**src/rtl/subneg_pkg.sv**
```systemverilog
package subneg_pkg;

    parameter int unsigned WORD_W = 8;
    localparam int unsigned MEM_DEPTH = 1 << WORD_W;

    typedef logic [WORD_W-1:0] word_t;

    localparam word_t STOP_TARGET = '1;

    typedef enum logic [2:0] {
        PH_FETCH_A  = 3'd0,
        PH_LOAD_A   = 3'd1,
        PH_FETCH_B  = 3'd2,
        PH_LOAD_B   = 3'd3,
        PH_SUB_TGT  = 3'd4,
        PH_STORE    = 3'd5
    } phase_e;

    typedef struct packed {
        word_t pc;
        word_t opa;
        word_t baddr;
        word_t opb;
        word_t tgt;
    } core_state_t;

    function automatic logic is_nonpositive(word_t v);
        return v[WORD_W-1] | (v == '0);
    endfunction

    function automatic phase_e phase_after(phase_e p);
        case (p)
            PH_FETCH_A: return PH_LOAD_A;
            PH_LOAD_A:  return PH_FETCH_B;
            PH_FETCH_B: return PH_LOAD_B;
            PH_LOAD_B:  return PH_SUB_TGT;
            PH_SUB_TGT: return PH_STORE;
            default:    return PH_FETCH_A;
        endcase
    endfunction

endpackage

```
**src/rtl/subneg_sequencer.sv**
```systemverilog
module subneg_sequencer
    import subneg_pkg::*;
(
    input  logic   clk,
    input  logic   rst,
    input  logic   run,
    input  logic   stop_req,
    output phase_e phase,
    output logic   go,
    output logic   halted
);

    assign go = run & ~halted;

    always_ff @(posedge clk) begin
        if (rst) begin
            phase  <= PH_FETCH_A;
            halted <= 1'b0;
        end else if (go) begin
            phase <= phase_after(phase);
            if (stop_req) begin
                halted <= 1'b1;
            end
        end
    end

    assert_halt_sticky_R8: assert property (@(posedge clk) disable iff (rst)
        halted |=> halted);

    assert_pause_holds_R7: assert property (@(posedge clk) disable iff (rst)
        !run |=> $stable(phase));

    assert_store_wraps_R3: assert property (@(posedge clk) disable iff (rst)
        (go && phase == PH_STORE) |=> (phase == PH_FETCH_A));

endmodule

```
**src/rtl/subneg_datapath.sv**
```systemverilog
module subneg_datapath
    import subneg_pkg::*;
(
    input  logic        clk,
    input  logic        rst,
    input  logic        go,
    input  phase_e      phase,
    input  word_t       rdata,
    output core_state_t st,
    output logic        stop_req
);

    logic take_branch;

    assign take_branch = (phase == PH_STORE) && is_nonpositive(st.opb);
    assign stop_req    = take_branch && (st.tgt == STOP_TARGET);

    always_ff @(posedge clk) begin
        if (rst) begin
            st <= '0;
        end else if (go) begin
            case (phase)
                PH_FETCH_A: begin
                    st.opa <= rdata;
                    st.pc  <= st.pc + word_t'(1);
                end
                PH_LOAD_A: begin
                    st.opa <= rdata;
                end
                PH_FETCH_B: begin
                    st.baddr <= rdata;
                    st.pc    <= st.pc + word_t'(1);
                end
                PH_LOAD_B: begin
                    st.opb <= rdata;
                end
                PH_SUB_TGT: begin
                    st.opb <= st.opb - st.opa;
                    st.tgt <= rdata;
                    st.pc  <= st.pc + word_t'(1);
                end
                PH_STORE: begin
                    if (take_branch) begin
                        st.pc <= st.tgt;
                    end
                end
                default: ;
            endcase
        end
    end

    assert_pc_advance_R2: assert property (@(posedge clk) disable iff (rst)
        (go && phase == PH_FETCH_A) |=> (st.pc == $past(st.pc) + word_t'(1)));

    assert_difference_R4: assert property (@(posedge clk) disable iff (rst)
        (go && phase == PH_SUB_TGT) |=> (st.opb == $past(st.opb) - $past(st.opa)));

    assert_branch_taken_R5: assert property (@(posedge clk) disable iff (rst)
        (go && phase == PH_STORE && is_nonpositive(st.opb)) |=> (st.pc == $past(st.tgt)));

    assert_fall_through_R6: assert property (@(posedge clk) disable iff (rst)
        (go && phase == PH_STORE && !is_nonpositive(st.opb)) |=> $stable(st.pc));

endmodule

```
**src/rtl/subneg_bus.sv**
```systemverilog
module subneg_bus
    import subneg_pkg::*;
(
    input  logic        clk,
    input  logic        rst,
    input  logic        go,
    input  logic        halted,
    input  phase_e      phase,
    input  core_state_t st,
    output word_t       addr,
    output word_t       wdata,
    output logic        we
);

    always_comb begin
        case (phase)
            PH_FETCH_A, PH_FETCH_B, PH_SUB_TGT: addr = st.pc;
            PH_LOAD_A:                          addr = st.opa;
            default:                            addr = st.baddr;
        endcase
    end

    assign wdata = st.opb;
    assign we    = go && (phase == PH_STORE);

    assert_single_write_R3: assert property (@(posedge clk) disable iff (rst)
        we |=> !we);

    assert_quiet_when_halted_R8: assert property (@(posedge clk) disable iff (rst)
        halted |-> !we);

endmodule

```
**src/rtl/subneg_core.sv**
```systemverilog
module subneg_core
    import subneg_pkg::*;
(
    input  logic                clk,
    input  logic                rst,
    input  logic                run,
    output logic [WORD_W-1:0]   mem_addr,
    input  logic [WORD_W-1:0]   mem_rdata,
    output logic [WORD_W-1:0]   mem_wdata,
    output logic                mem_we,
    output logic                halted
);

    phase_e      phase;
    logic        go;
    logic        stop_req;
    core_state_t st;

    subneg_sequencer u_seq (
        .clk      (clk),
        .rst      (rst),
        .run      (run),
        .stop_req (stop_req),
        .phase    (phase),
        .go       (go),
        .halted   (halted)
    );

    subneg_datapath u_dp (
        .clk      (clk),
        .rst      (rst),
        .go       (go),
        .phase    (phase),
        .rdata    (mem_rdata),
        .st       (st),
        .stop_req (stop_req)
    );

    subneg_bus u_bus (
        .clk    (clk),
        .rst    (rst),
        .go     (go),
        .halted (halted),
        .phase  (phase),
        .st     (st),
        .addr   (mem_addr),
        .wdata  (mem_wdata),
        .we     (mem_we)
    );

endmodule

```
**config.mk**
```make
export PLATFORM = sky130hd
export DESIGN_NAME = subneg_core
export DESIGN_NICKNAME = d
export VERILOG_FILES = /design/src/rtl/subneg_pkg.sv /design/src/rtl/subneg_sequencer.sv /design/src/rtl/subneg_datapath.sv /design/src/rtl/subneg_bus.sv /design/src/rtl/subneg_core.sv
export SDC_FILE = /design/constraint.sdc
export NUM_CORES = 1
export LEC_CHECK = 0
export ABC_AREA = 1
export BUFFER_PORTS_ARGS = -buffer_cell sky130_fd_sc_hd__buf_4
export CORE_UTILIZATION = 58
export DETAILED_ROUTE_END_ITERATION = 16
export PLACE_DENSITY_LB_ADDON = 0.25
export SETUP_SLACK_MARGIN = 0.15
export SLEW_MARGIN = 20
export SYNTH_ARGS = -nofsm -noshare
export SYNTH_HDL_FRONTEND = slang
export SYNTH_SLANG_ARGS = --single-unit
```
**constraint.sdc**
```tcl
create_clock -name clk -period 2.09 [get_ports clk]
set_clock_uncertainty 0.05 [all_clocks]
set_input_delay 0.5225 -clock clk [delete_from_list [all_inputs] [get_ports clk]]
set_output_delay 0.5225 -clock clk [all_outputs]
set_load 0.02 [all_outputs]
```
==> results by group, run 1 <==
Critical path
  – CP max stage delay: 0.38 ns
  – Sum of buffers and inverters on the critical path: 2
  – Worst Path Required: 1.52 ns
  – Worst r2r path cells: 11
  – Worst R2R End: u_dp.st[12]$_SDFFE_PP0P_
  – CP top delay family: compound AO/OA/AOI/OAI gates
  – CP startpoint kind: register
  – Crit path kind: reg2out
  – Crit end category: output port
  – Arrival time worst endpoint: 1.40 ns
  – RR Startpoint: u_dp.st[8]$_SDFFE_PP0P_
  – R2R Setup Slk: 0.34 ns
  – Max FO, Critical Path: 5
  – CP max stage cell: dfxtp_4
  – Critical Path, Cell by Cell: a21oi_4 -> inv_2 -> o221ai_1 -> buf_4

Placement
  – Dpl cells: 430
  – Placement Setup Slack: 0.0874 ns
  – IO buf count: 28
  – Placed wire-length estimate: 4490 um
  – Gpl congestion: 0.967

Floorplan
  – Die ar.: 4590 sq um
  – Core box area: 4090 sq um
  – Io pins: 29
  – Initial core utilization: 61.3%
  – Rows: 23
  – Die Wd: 67.7 um
  – Die Y-Extent: 67.7 um

Synthesis
  – Mean Syn Cell Area: 6.85 sq um
  – Syn_nets: 386
  – Ranking of synthesized cells by area: dfxtp_1, nand2_1, nor2_1, o21ai_0, a21oi_1
  – Largest area contributor in the netlist: dfxtp_1
  – Top FF cell, synth: dfxtp_1
  – Seq/Total Area, Yosys: 35.1%
  – Syn Inst Count: 366
  – Yosys reg bits: 44
  – Yosys top cell area share: 35.1%
  – Post-synth cell types: 34
  – Post-synth top cells: nand2_1, nor2_1, dfxtp_1, inv_1, o21ai_0
  – Post-Syn Area: 2510 sq um
  – Most frequent cell after synthesis: nand2_1
  – EDFF count, synth: 0
  – FFs w/ async S/R, synth: 0%
  – Synth Warn #: 0

Cells and area
  – Finished Layout Cells: 443
  – Layout area overhead: 15.8%
  – Share of cells above drive strength 1: 20.1%
  – Final Util: 71.0%
  – Diode count: 0
  – NumNets Final: 412

Clock network
  – Root Driver: clkbuf_8
  – CTS tree: built
  – Cts bufs inserted: 5
  – Worst skew pair latency: 0.30 ns
  – CTS Sinks: 44
  – Deepest clock path buffer count: 2
  – CTS H-tree lvls: 2
  – CTS clk-pin slew, worst paths: 0.09 ns
  – Post-CTS Hold Fix Bufs: 0

Drt
  – Vias: 2,513
  – Drt initial violations: 257
  – Wire length per cell: 14.5 um
  – DR pass1 iterations: 5
  – DRC viols: 0
  – Antenna-violating nets left: 0
  – Avg Vias per Cell: 5.67
  – Total wire length: 6400 um

Job
  – Max Cap Viol: 0

Timing
  – Rel. slew slack: 70.6%
  – Setup violators final: 0
  – Setup Total Neg Slack: 0 ns
  – Final min period: 1.97 ns
  – FMAX: 507 MHz
  – Fin. Hold Viols: 0
  – Worst-margin pin slew: 0.440 ns
  – Slew Limit Fails: 0
  – RSZ-0062 raised after global routing: yes
  – Min setup slack post-route: 0.118 ns
  – Fin crit share: 94.3%

Pwr
  – Combinational Power Share: 16.9%
  – Clock network fraction of total power: 35.0%
  – Worst vdd ir: 0.000468 V
  – Switching power total: 513 uW
  – Switching share of power: 27.7%
  – P_int: 1.34 mW
  – Leakage: 1.31 nW
  – Seq pwr share: 48.1%
  – Power per Cell Area: 638 nW/um^2

Run status
  – Status: completed

GRT
  – Grt ovf: 0
  – Initial antenna violation count: 0
  – GRT Overall Usage: 30.1%
  – Vias in the first global route: 2,164
  – First-pass GRT wire length: 10,200 um
  – Pin count of the biggest net entering global routing: 38

Min path
  – HP Start: rst
  – Hold Path Class: in2reg
  – Hold EP: u_dp.st[39]$_SDFFE_PP0P_
  – Hold Crit Depth: 2
[power groups by stage]
stage          registers, mW  logic [mW]  clock network [mW]
6_report               0.891       0.314               0.648
5_1_grt                0.894       0.352               0.686
4_1_cts                0.890       0.304               0.655
3_5_place_dp           0.909       0.286                   0
3_3_place_gp           0.909       0.282                   0
2_1_floorplan          0.901       0.211                   0
[per-layer routing]
layer,track usage (%),routed length (um),vias up
met1,40.9,2860,1146
met2,47.4,2950,126
met3,4.73,497,8
met5,0,0,-
li1,-,-,1233
met4,10.9,96,0
[worst reg2reg max path, stage by stage (launching register included)]
cell and delay (ns):
dfxtp_1 0.34, inv_1 0.06, ha_1 0.14, inv_1 0.06, fa_2 0.34, nand2_2 0.08, nand3_1 0.08, nand2_1 0.07
inv_1 0.04, or2_2 0.26, nand3_1 0.07, a21oi_1 0.06
[per-stage QoR]
step / power [mW] / hold WS (ns) / cell area (sq um)
finish: 1.85 / 0.390 / 2900
global route: 1.93 / 0.386 / 2900
CTS: 1.85 / 0.383 / 2880
detailed placement: 1.20 / 0.410 / 2680
global placement: 1.19 / 0.415 / 2680
floorplan: 1.11 / 0.390 / 2510
[placed cells by master, fill, tap and decap left out, types with 3 or more instances in the layout]
cell type	n
nand2_1	70
nor2_1	51
dfxtp_1	40
inv_1	37
buf_4	36
o21ai_0	33
a21oi_1	29
nand3_1	19
ha_1	8
inv_2	6
o211ai_1	5
nand2_2	5
clkbuf_8	5
nor2_4	4
o21ai_1	4
nand2_4	3
or2_2	3
nand4_1	3
dfxtp_4	3
[what timing repair did]
| action | in CTS | in global routing |
|---|---|---|
| pin swaps | 3 | 5 |
| buffers inserted | 5 | 0 |
| resized for setup | 17 | 8 |
| endpoints found under the setup margin | 9 | 9 |
[worst max-delay path by stage]
| stage | startpoint | end | slack, ns | cells past startpoint |
|---|---|---|---|---|
| after CTS | u_seq.phase[2]$_SDFFE_PP0P_ | mem_addr[3] | 0.13 | 4 |
| after global placement | u_seq.phase[2]$_SDFFE_PP0P_ | mem_addr[4] | 0.15 | 5 |
| after global routing | u_seq.phase[2]$_SDFFE_PP0P_ | mem_addr[5] | 0.07 | 5 |
| after floorplan | u_seq.phase[2]$_SDFFE_PP0P_ | mem_addr[3] | 0.30 | 4 |
| after detailed placement | u_seq.phase[2]$_SDFFE_PP0P_ | mem_addr[5] | 0.09 | 5 |
| final | u_seq.phase[2]$_SDFFE_PP0P_ | mem_addr[3] | 0.12 | 4 |
[registers in the layout, summed over array words and instances (netlist names)]
register / flops
u_dp.st: 40
u_seq.halted: 1
u_seq.phase: 3
[cell type report]
class / count / area (sq um)
flip-flops and latches: 44 / 893
inverters: 44 / 165
multi-input cells: 259 / 1380
repair buffers: 38 / 293
clock inverters: 2 / 35.0
well taps: 50 / 62.6
clock buffers: 6 / 72.6
fillers: 353 / 1180
[logic make-up after synthesis]
| family | Yosys count | share of synthesized area, % |
|---|---|---|
| compound gates | 83 | 18.4 |
| xor+xnor | 2 | 0.699 |
| fa+ha+maj | 9 | 4.79 |
| buf+inv | 63 | 12.1 |
| flops | 44 | 35.1 |
| simple gates | 165 | 28.9 |
(Power assumes the default switching activity.)
==> run 2, diff against run 1 <==
--- a/config.mk
+++ b/config.mk
@@ -5,7 +5,6 @@
 export SDC_FILE = /design/constraint.sdc
 export NUM_CORES = 1
 export LEC_CHECK = 0
-export ABC_AREA = 1
 export BUFFER_PORTS_ARGS = -buffer_cell sky130_fd_sc_hd__buf_4
 export CORE_UTILIZATION = 58
 export DETAILED_ROUTE_END_ITERATION = 16
==> run 2 against run 1 <==
  * Clock power fell by 1%
  * Critical path type is now reg2reg
  * Final cell count fell by 11%
  * Critical endpoint is now u_dp.st[14]$_SDFFE_PP0P_
  * Wire length rose by 0.16%
==> results by group, run 2 <==
Run status
  – Status: completed (unchanged)

Pwr
  – Worst vdd ir: 0.000433 V (was 0.000468 V)
  – Leakage: 1.19 nW (was 1.31 nW)
  – Power per Cell Area: 618 nW/um^2 (was 638 nW/um^2)

Clock network
  – CTS Sinks: 44 (unchanged)
  – Root Driver: clkbuf_8 (unchanged)
  – Worst skew pair latency: 0.30 ns (about the same)
  – CTS clk-pin slew, worst paths: 0.08 ns (was 0.09 ns)
  – CTS H-tree lvls: 2 (unchanged)
  – Deepest clock path buffer count: 2 (unchanged)
  – Cts bufs inserted: 5 (unchanged)
  – CTS tree: built (unchanged)

Cells and area
  – Top reg by flops: u_dp.st (unchanged)
  – NumNets Final: 363 (was 412)
  – Cell area after layout: 2970 sq um (was 2900 sq um)
  – Layout area overhead: 18.9% (was 15.8%)
  – Commonest non-fill, non-tap cell in the layout: nand2_1 (unchanged)
  – FILL cells: 321 (was 353)
  – Max reg flops: 40 (unchanged)
  – Diode count: 0 (unchanged)
  – Commonest cells after routing, fill and taps aside: nand2_1, dfxtp_1, buf_4 (was nand2_1, nor2_1, dfxtp_1)
  – Biggest regs: u_dp.st (40), u_seq.phase (3), u_seq.halted (1) (unchanged)
  – Share of cells above drive strength 1: 25.3% (was 20.1%)
  – Final Util: 73.1% (was 71.0%)

Critical path
  – Crit path kind: reg2reg (was reg2out)
  – Max FO, Critical Path: 2 (was 5)
  – Arrival time worst endpoint: 2.08 ns (was 1.40 ns)
  – Crit end category: register (was output port)
  – CP startpoint kind: register (unchanged)
  – Worst Path Required: 2.20 ns (was 1.52 ns)

GRT
  – First-pass GRT wire length: 10,500 um (was 10,200 um)
  – Grt ovf: 0 (unchanged)
  – GRT Overall Usage: 30.9% (was 30.1%)
  – Vias in the first global route: 2,297 (was 2,164)
  – Initial antenna violation count: 0 (unchanged)
  – Pin count of the biggest net entering global routing: 46 (was 38)

Floorplan
  – Io pins: 29 (unchanged)
  – Die Wd: 67.6 um (was 67.7 um)
  – Die Y-Extent: 67.6 um (was 67.7 um)
  – Core box area: 4060 sq um (was 4090 sq um)
  – Initial core utilization: 61.5% (was 61.3%)
  – Rows: 23 (unchanged)
  – Die ar.: 4570 sq um (was 4590 sq um)

Timing
  – RSZ-0062 raised after global routing: yes (unchanged)
  – Slew Limit Fails: 0 (unchanged)
  – Fin. Hold Viols: 0 (unchanged)
  – Final min period: 1.97 ns (about the same)
  – Setup violators final: 0 (unchanged)
  – Worst-margin pin slew: 0.547 ns (was 0.440 ns)
  – Hold slack: 0.424 ns (was 0.390 ns)
  – FMAX: 507 MHz (about the same)
  – Setup Total Neg Slack: 0 ns (unchanged)
  – Fin crit share: 94.4% (was 94.3%)
  – Rel. slew slack: 63.5% (was 70.6%)

Drt
  – Avg Vias per Cell: 6.09 (was 5.67)
  – Total wire length: 6410 um (was 6400 um)
  – DR pass1 iterations: 4 (was 5)
  – Antenna-violating nets left: 0 (unchanged)
  – Drt initial violations: 131 (was 257)
  – Vias: 2,400 (was 2,513)
  – DRC viols: 0 (unchanged)
  – Wire length per cell: 16.3 um (was 14.5 um)

Synthesis
  – Most frequent cell after synthesis: nand2_1 (unchanged)
  – EDFF count, synth: 0 (unchanged)
  – Largest area contributor in the netlist: dfxtp_1 (unchanged)
  – Top FF cell, synth: dfxtp_1 (unchanged)
  – Yosys reg bits: 44 (unchanged)
  – Syn Inst Count: 316 (was 366)
  – Yosys top cell area share: 35.3% (was 35.1%)
  – Post-synth top cells: nand2_1, dfxtp_1, a21oi_1, nor2_1, o21ai_0 (was nand2_1, nor2_1, dfxtp_1, inv_1, o21ai_0)
  – Seq/Total Area, Yosys: 35.3% (was 35.1%)
  – Mean Syn Cell Area: 7.90 sq um (was 6.85 sq um)
  – Syn_nets: 336 (was 386)
  – Synth Warn #: 0 (unchanged)
  – FFs w/ async S/R, synth: 0% (unchanged)
  – Ranking of synthesized cells by area: dfxtp_1, nand2_1, a21oi_1, nor2_1, ha_1 (was dfxtp_1, nand2_1, nor2_1, o21ai_0, a21oi_1)
  – Post-Syn Area: 2490 sq um (was 2510 sq um)
  – Post-synth cell types: 54 (was 34)

Placement
  – Gpl congestion: 0.933 (was 0.967)
  – IO buf count: 28 (unchanged)
  – Placed wire-length estimate: 4540 um (was 4490 um)
  – Post-placement cell area: 2670 sq um (was 2680 sq um)

Job
  – Max Cap Viol: 0 (unchanged)

Min path
  – Hold Path Class: reg2reg (was in2reg)
==> run 2: where the power goes <==
group,internal [mW],switching (mW),total [mW]
clock,0.355,0.285,0.640
combinational,0.136,0.169,0.305
sequential,0.858,0.0294,0.888
==> run 2: repair_timing <==
item | 4_1_cts | 5_1_grt
setup buffers | 6 | 2
endpoints found under the hold margin | 0 | 0
hold buffers | 0 | 0
setup endpoints to repair | 11 | 19
pin swaps | 17 | 14
gates resized for setup | 29 | 7
==> run 2: kinds of logic after synthesis <==
group           count (synthesis)  share of synthesized area (%)
xor+xnor                        5                           1.76
compound gates                 79                           21.0
fa+ha+maj                      10                           5.22
simple gates                  136                           25.2
buf+inv                        32                           7.52
flops                          44                           35.3
mux                            10                           4.06
==> run 2: worst max-delay path, cell delays in order (launching register included) <==
cell and delay [ns]:
dfxtp_2 0.33, inv_2 0.07, ha_4 0.14, inv_2 0.04, fa_2 0.34, a21o_1 0.18, and4_1 0.20, or3_1 0.30
nand3_1 0.10, a311oi_2 0.09
==> run 2: through the flow <==
step / instances / power, mW / setup WS [ns]
after floorplan: 316 / 1.09 / 0.178
after global placement: 378 / 1.17 / 0.132
after detailed placement: 378 / 1.17 / 0.0322
after CTS: 392 / 1.82 / 0.0818
after global routing: 394 / 1.90 / 0.0439
final: 394 / 1.83 / 0.117
==> run 2: area by class of cell <==
class | count | area (sq um) | share of cell area (%)
Inverter | 8 | 30.0 | 1.01
Tap cell | 50 | 62.6 | 2.11
Multi-Input combinational cell | 240 | 1500 | 50.7
Sequential cell | 44 | 898 | 30.3
Clock buffer | 6 | 72.6 | 2.45
Timing Repair Buffer | 44 | 364 | 12.3
Clock inverter | 2 | 35.0 | 1.18
==> run 2: final timing paths <==
kind	depth (start not counted)	slack, ns	startpoint	to
max reg2reg	9	0.12	u_dp.st[8]$_SDFFE_PP0P_	u_dp.st[14]$_SDFFE_PP0P_
max	9	0.12	u_dp.st[8]$_SDFFE_PP0P_	u_dp.st[14]$_SDFFE_PP0P_
min reg2reg	2	0.42	u_dp.st[25]$_SDFFE_PP0P_	u_dp.st[25]$_SDFFE_PP0P_
min	2	0.42	u_dp.st[25]$_SDFFE_PP0P_	u_dp.st[25]$_SDFFE_PP0P_
==> run 2: per-layer routing <==
layer	track usage, %	vias up	routed length (um)
met5	0	-	0
met4	10.4	0	48
met3	4.73	4	328
met2	52.6	96	3160
met1	39.3	1155	2880
li1	-	1145	-
==> run 3, diff against run 2 <==
--- a/config.mk
+++ b/config.mk
@@ -5,11 +5,12 @@
 export SDC_FILE = /design/constraint.sdc
 export NUM_CORES = 1
 export LEC_CHECK = 0
-export BUFFER_PORTS_ARGS = -buffer_cell sky130_fd_sc_hd__buf_4
-export CORE_UTILIZATION = 58
+export CORE_UTILIZATION = 63
 export DETAILED_ROUTE_END_ITERATION = 16
+export DONT_BUFFER_PORTS = 1
 export PLACE_DENSITY_LB_ADDON = 0.25
 export SETUP_SLACK_MARGIN = 0.15
+export SKIP_LAST_GASP = 1
 export SLEW_MARGIN = 20
 export SYNTH_ARGS = -nofsm -noshare
 export SYNTH_HDL_FRONTEND = slang
==> run 3 against run 2 <==
  * Fmax decreased by 1.6%
  * Critical endpoint unchanged
  * Largest cell class unchanged
  * Total power up 1.8%
  * Core utilization grew 2.8 points
  * Wire length grew 4.2%
  * Setup slack lost 0.032 ns
  * Combinational power decreased by 17%
  * Via count is 2.2% lower
  * Sequential cell count did not move
==> results by group, run 3 (synthesis gave the netlist of run 2 again) <==
Cells and area
  – Commonest cells after routing, fill and taps aside: nand2_1, dfxtp_1, a21oi_1 (was nand2_1, dfxtp_1, buf_4)
  – Top reg by flops: u_dp.st (unchanged)
  – Finished Layout Cells: 369 (was 394)
  – Biggest regs: u_dp.st (40), u_seq.phase (3), u_seq.halted (1) (unchanged)
  – Share of cells above drive strength 1: 23.4% (was 25.3%)
  – NumNets Final: 340 (was 363)
  – Commonest non-fill, non-tap cell in the layout: nand2_1 (unchanged)
  – Diode count: 0 (unchanged)
  – Max reg flops: 40 (unchanged)
  – Layout area overhead: 13.1% (was 18.9%)

GRT
  – Grt ovf: 0 (unchanged)
  – Vias in the first global route: 2,128 (was 2,297)
  – GRT Overall Usage: 32.7% (was 30.9%)
  – First-pass GRT wire length: 10,300 um (was 10,500 um)
  – Pin count of the biggest net entering global routing: 46 (unchanged)
  – Initial antenna violation count: 0 (unchanged)

Clock network
  – CTS tree: built (unchanged)
  – CTS Sinks: 44 (unchanged)
  – Root Driver: clkbuf_8 (unchanged)
  – Cts bufs inserted: 5 (unchanged)
  – Worst skew pair latency: 0.30 ns (about the same)
  – Deepest clock path buffer count: 2 (unchanged)
  – CTS clk-pin slew, worst paths: 0.09 ns (was 0.08 ns)
  – CTS H-tree lvls: 2 (unchanged)

Critical path
  – Worst Path Required: 2.23 ns (was 2.20 ns)
  – CP max stage delay: 0.36 ns (was 0.34 ns)
  – Arrival time worst endpoint: 2.14 ns (was 2.08 ns)
  – Critical Path, Cell by Cell: inv_2 -> ha_4 -> inv_2 -> fa_2 -> a21o_1 -> and4_1 -> or3_4 -> nand3_2 -> a311oi_2 (was inv_2 -> ha_4 -> inv_2 -> fa_2 -> a21o_1 -> and4_1 -> or3_1 -> nand3_1 -> a311oi_2)
  – Max FO, Critical Path: 2 (unchanged)
  – CP top delay family: simple AND/OR/NAND/NOR gates (unchanged)
  – Sum of buffers and inverters on the critical path: 2 (unchanged)
  – Crit end category: register (unchanged)
  – CP max stage cell: or3_4 (was fa_2)
  – Crit path kind: reg2reg (unchanged)
  – CP startpoint kind: register (unchanged)
  – Cell depth of the worst setup path: 9 (unchanged)
  – Most Frequent Cell on Critical Path: inv_2 (unchanged)
  – Worst r2r path cells: 9 (unchanged)

Floorplan
  – Die Y-Extent: 64.9 um (was 67.6 um)
  – Die ar.: 4220 sq um (was 4570 sq um)
  – Die Wd: 64.9 um (was 67.6 um)
  – Core box area: 3720 sq um (was 4060 sq um)
  – Initial core utilization: 67.1% (was 61.5%)
  – Rows: 22 (was 23)
  – Io pins: 29 (unchanged)

Drt
  – DR pass1 iterations: 6 (was 4)
  – DRC viols: 0 (unchanged)
  – Antenna-violating nets left: 0 (unchanged)
  – Drt initial violations: 252 (was 131)
  – Vias: 2,348 (was 2,400)
  – Total wire length: 6680 um (was 6410 um)
  – Avg Vias per Cell: 6.36 (was 6.09)
  – Wire length per cell: 18.1 um (was 16.3 um)

Timing
  – RSZ-0062 raised after global routing: yes (unchanged)
  – Rel. slew slack: 64.5% (was 63.5%)
  – Worst-margin pin slew: 0.531 ns (was 0.547 ns)
  – FMAX: 499 MHz (was 507 MHz)
  – Final min period: 2.00 ns (was 1.97 ns)
  – Setup Total Neg Slack: 0 ns (unchanged)
  – Fin crit share: 95.9% (was 94.4%)
  – Slew Limit Fails: 0 (unchanged)
  – Min setup slack post-route: 0.0854 ns (was 0.117 ns)
  – Fin. Hold Viols: 0 (unchanged)
  – Setup violators final: 0 (unchanged)

Job
  – Max Cap Viol: 0 (unchanged)

Placement
  – IO buf count: 0 (was 28)
  – Placed wire-length estimate: 4290 um (was 4540 um)
  – Placement Setup Slack: 0.0941 ns (was 0.0322 ns)
  – Dpl cells: 351 (was 378)
  – Gpl congestion: 0.904 (was 0.933)

Pwr
  – Worst vdd ir: 0.000637 V (was 0.000433 V)
  – Power per Cell Area: 661 nW/um^2 (was 618 nW/um^2)
  – Leakage: 1.08 nW (was 1.19 nW)

Run status
  – Status: completed (unchanged)

Min path
  – Hold Path Class: in2reg (was reg2reg)
  – Hold Crit Depth: 1 (was 2)
## run 3: through the flow
step	power (mW)	instance area, sq um	hold slack (ns)	util, %
floorplan	1.09	2500	0.396	-
detailed placement	1.12	2490	0.411	67.1
finish	1.86	2820	0.221	76.0
CTS	1.84	2720	0.219	73.3
global route	1.94	2820	0.206	76.0
global placement	1.11	2490	0.408	67.1
## run 3: worst paths after layout
path                                 from                         to  slack (ns)
setup reg to reg  u_dp.st[8]$_SDFFE_PP0P_   u_dp.st[14]$_SDFFE_PP0P_        0.09
hold reg to reg   u_dp.st[3]$_SDFFE_PP0P_    u_dp.st[3]$_SDFFE_PP0P_        0.43
setup / recovery  u_dp.st[8]$_SDFFE_PP0P_   u_dp.st[14]$_SDFFE_PP0P_        0.09
hold / removal                        rst  u_seq.halted$_SDFFE_PP0P_        0.22
## run 3: layout make-up
cell class	instances	area [sq um]
Multi-Input combinational cell	240	1530
Sequential cell	44	900
Fill cell	271	893
Timing Repair Buffer	21	178
Clock buffer	7	96.3
Tap cell	48	60.1
Clock inverter	1	30.0
Inverter	8	30.0
## run 3: timing repair
action / CTS / global route
setup endpoints to repair: 11 / 18
hold buffers: 0 / 0
resized for setup: 26 / 14
pin swaps: 9 / 17
buffers inserted: 4 / 6
## run 3: metal layers
metal	GRT usage [%]	wire length, um	up-vias
met5	0	0	-
met4	8.06	36	0
met3	7.92	505	6
met2	55.3	3350	130
met1	41.2	2790	1114
li1	-	-	1098
## run 3: power breakdown
part,internal (mW),switching (mW)
clock network,0.422,0.297
logic,0.113,0.141
registers,0.858,0.0341
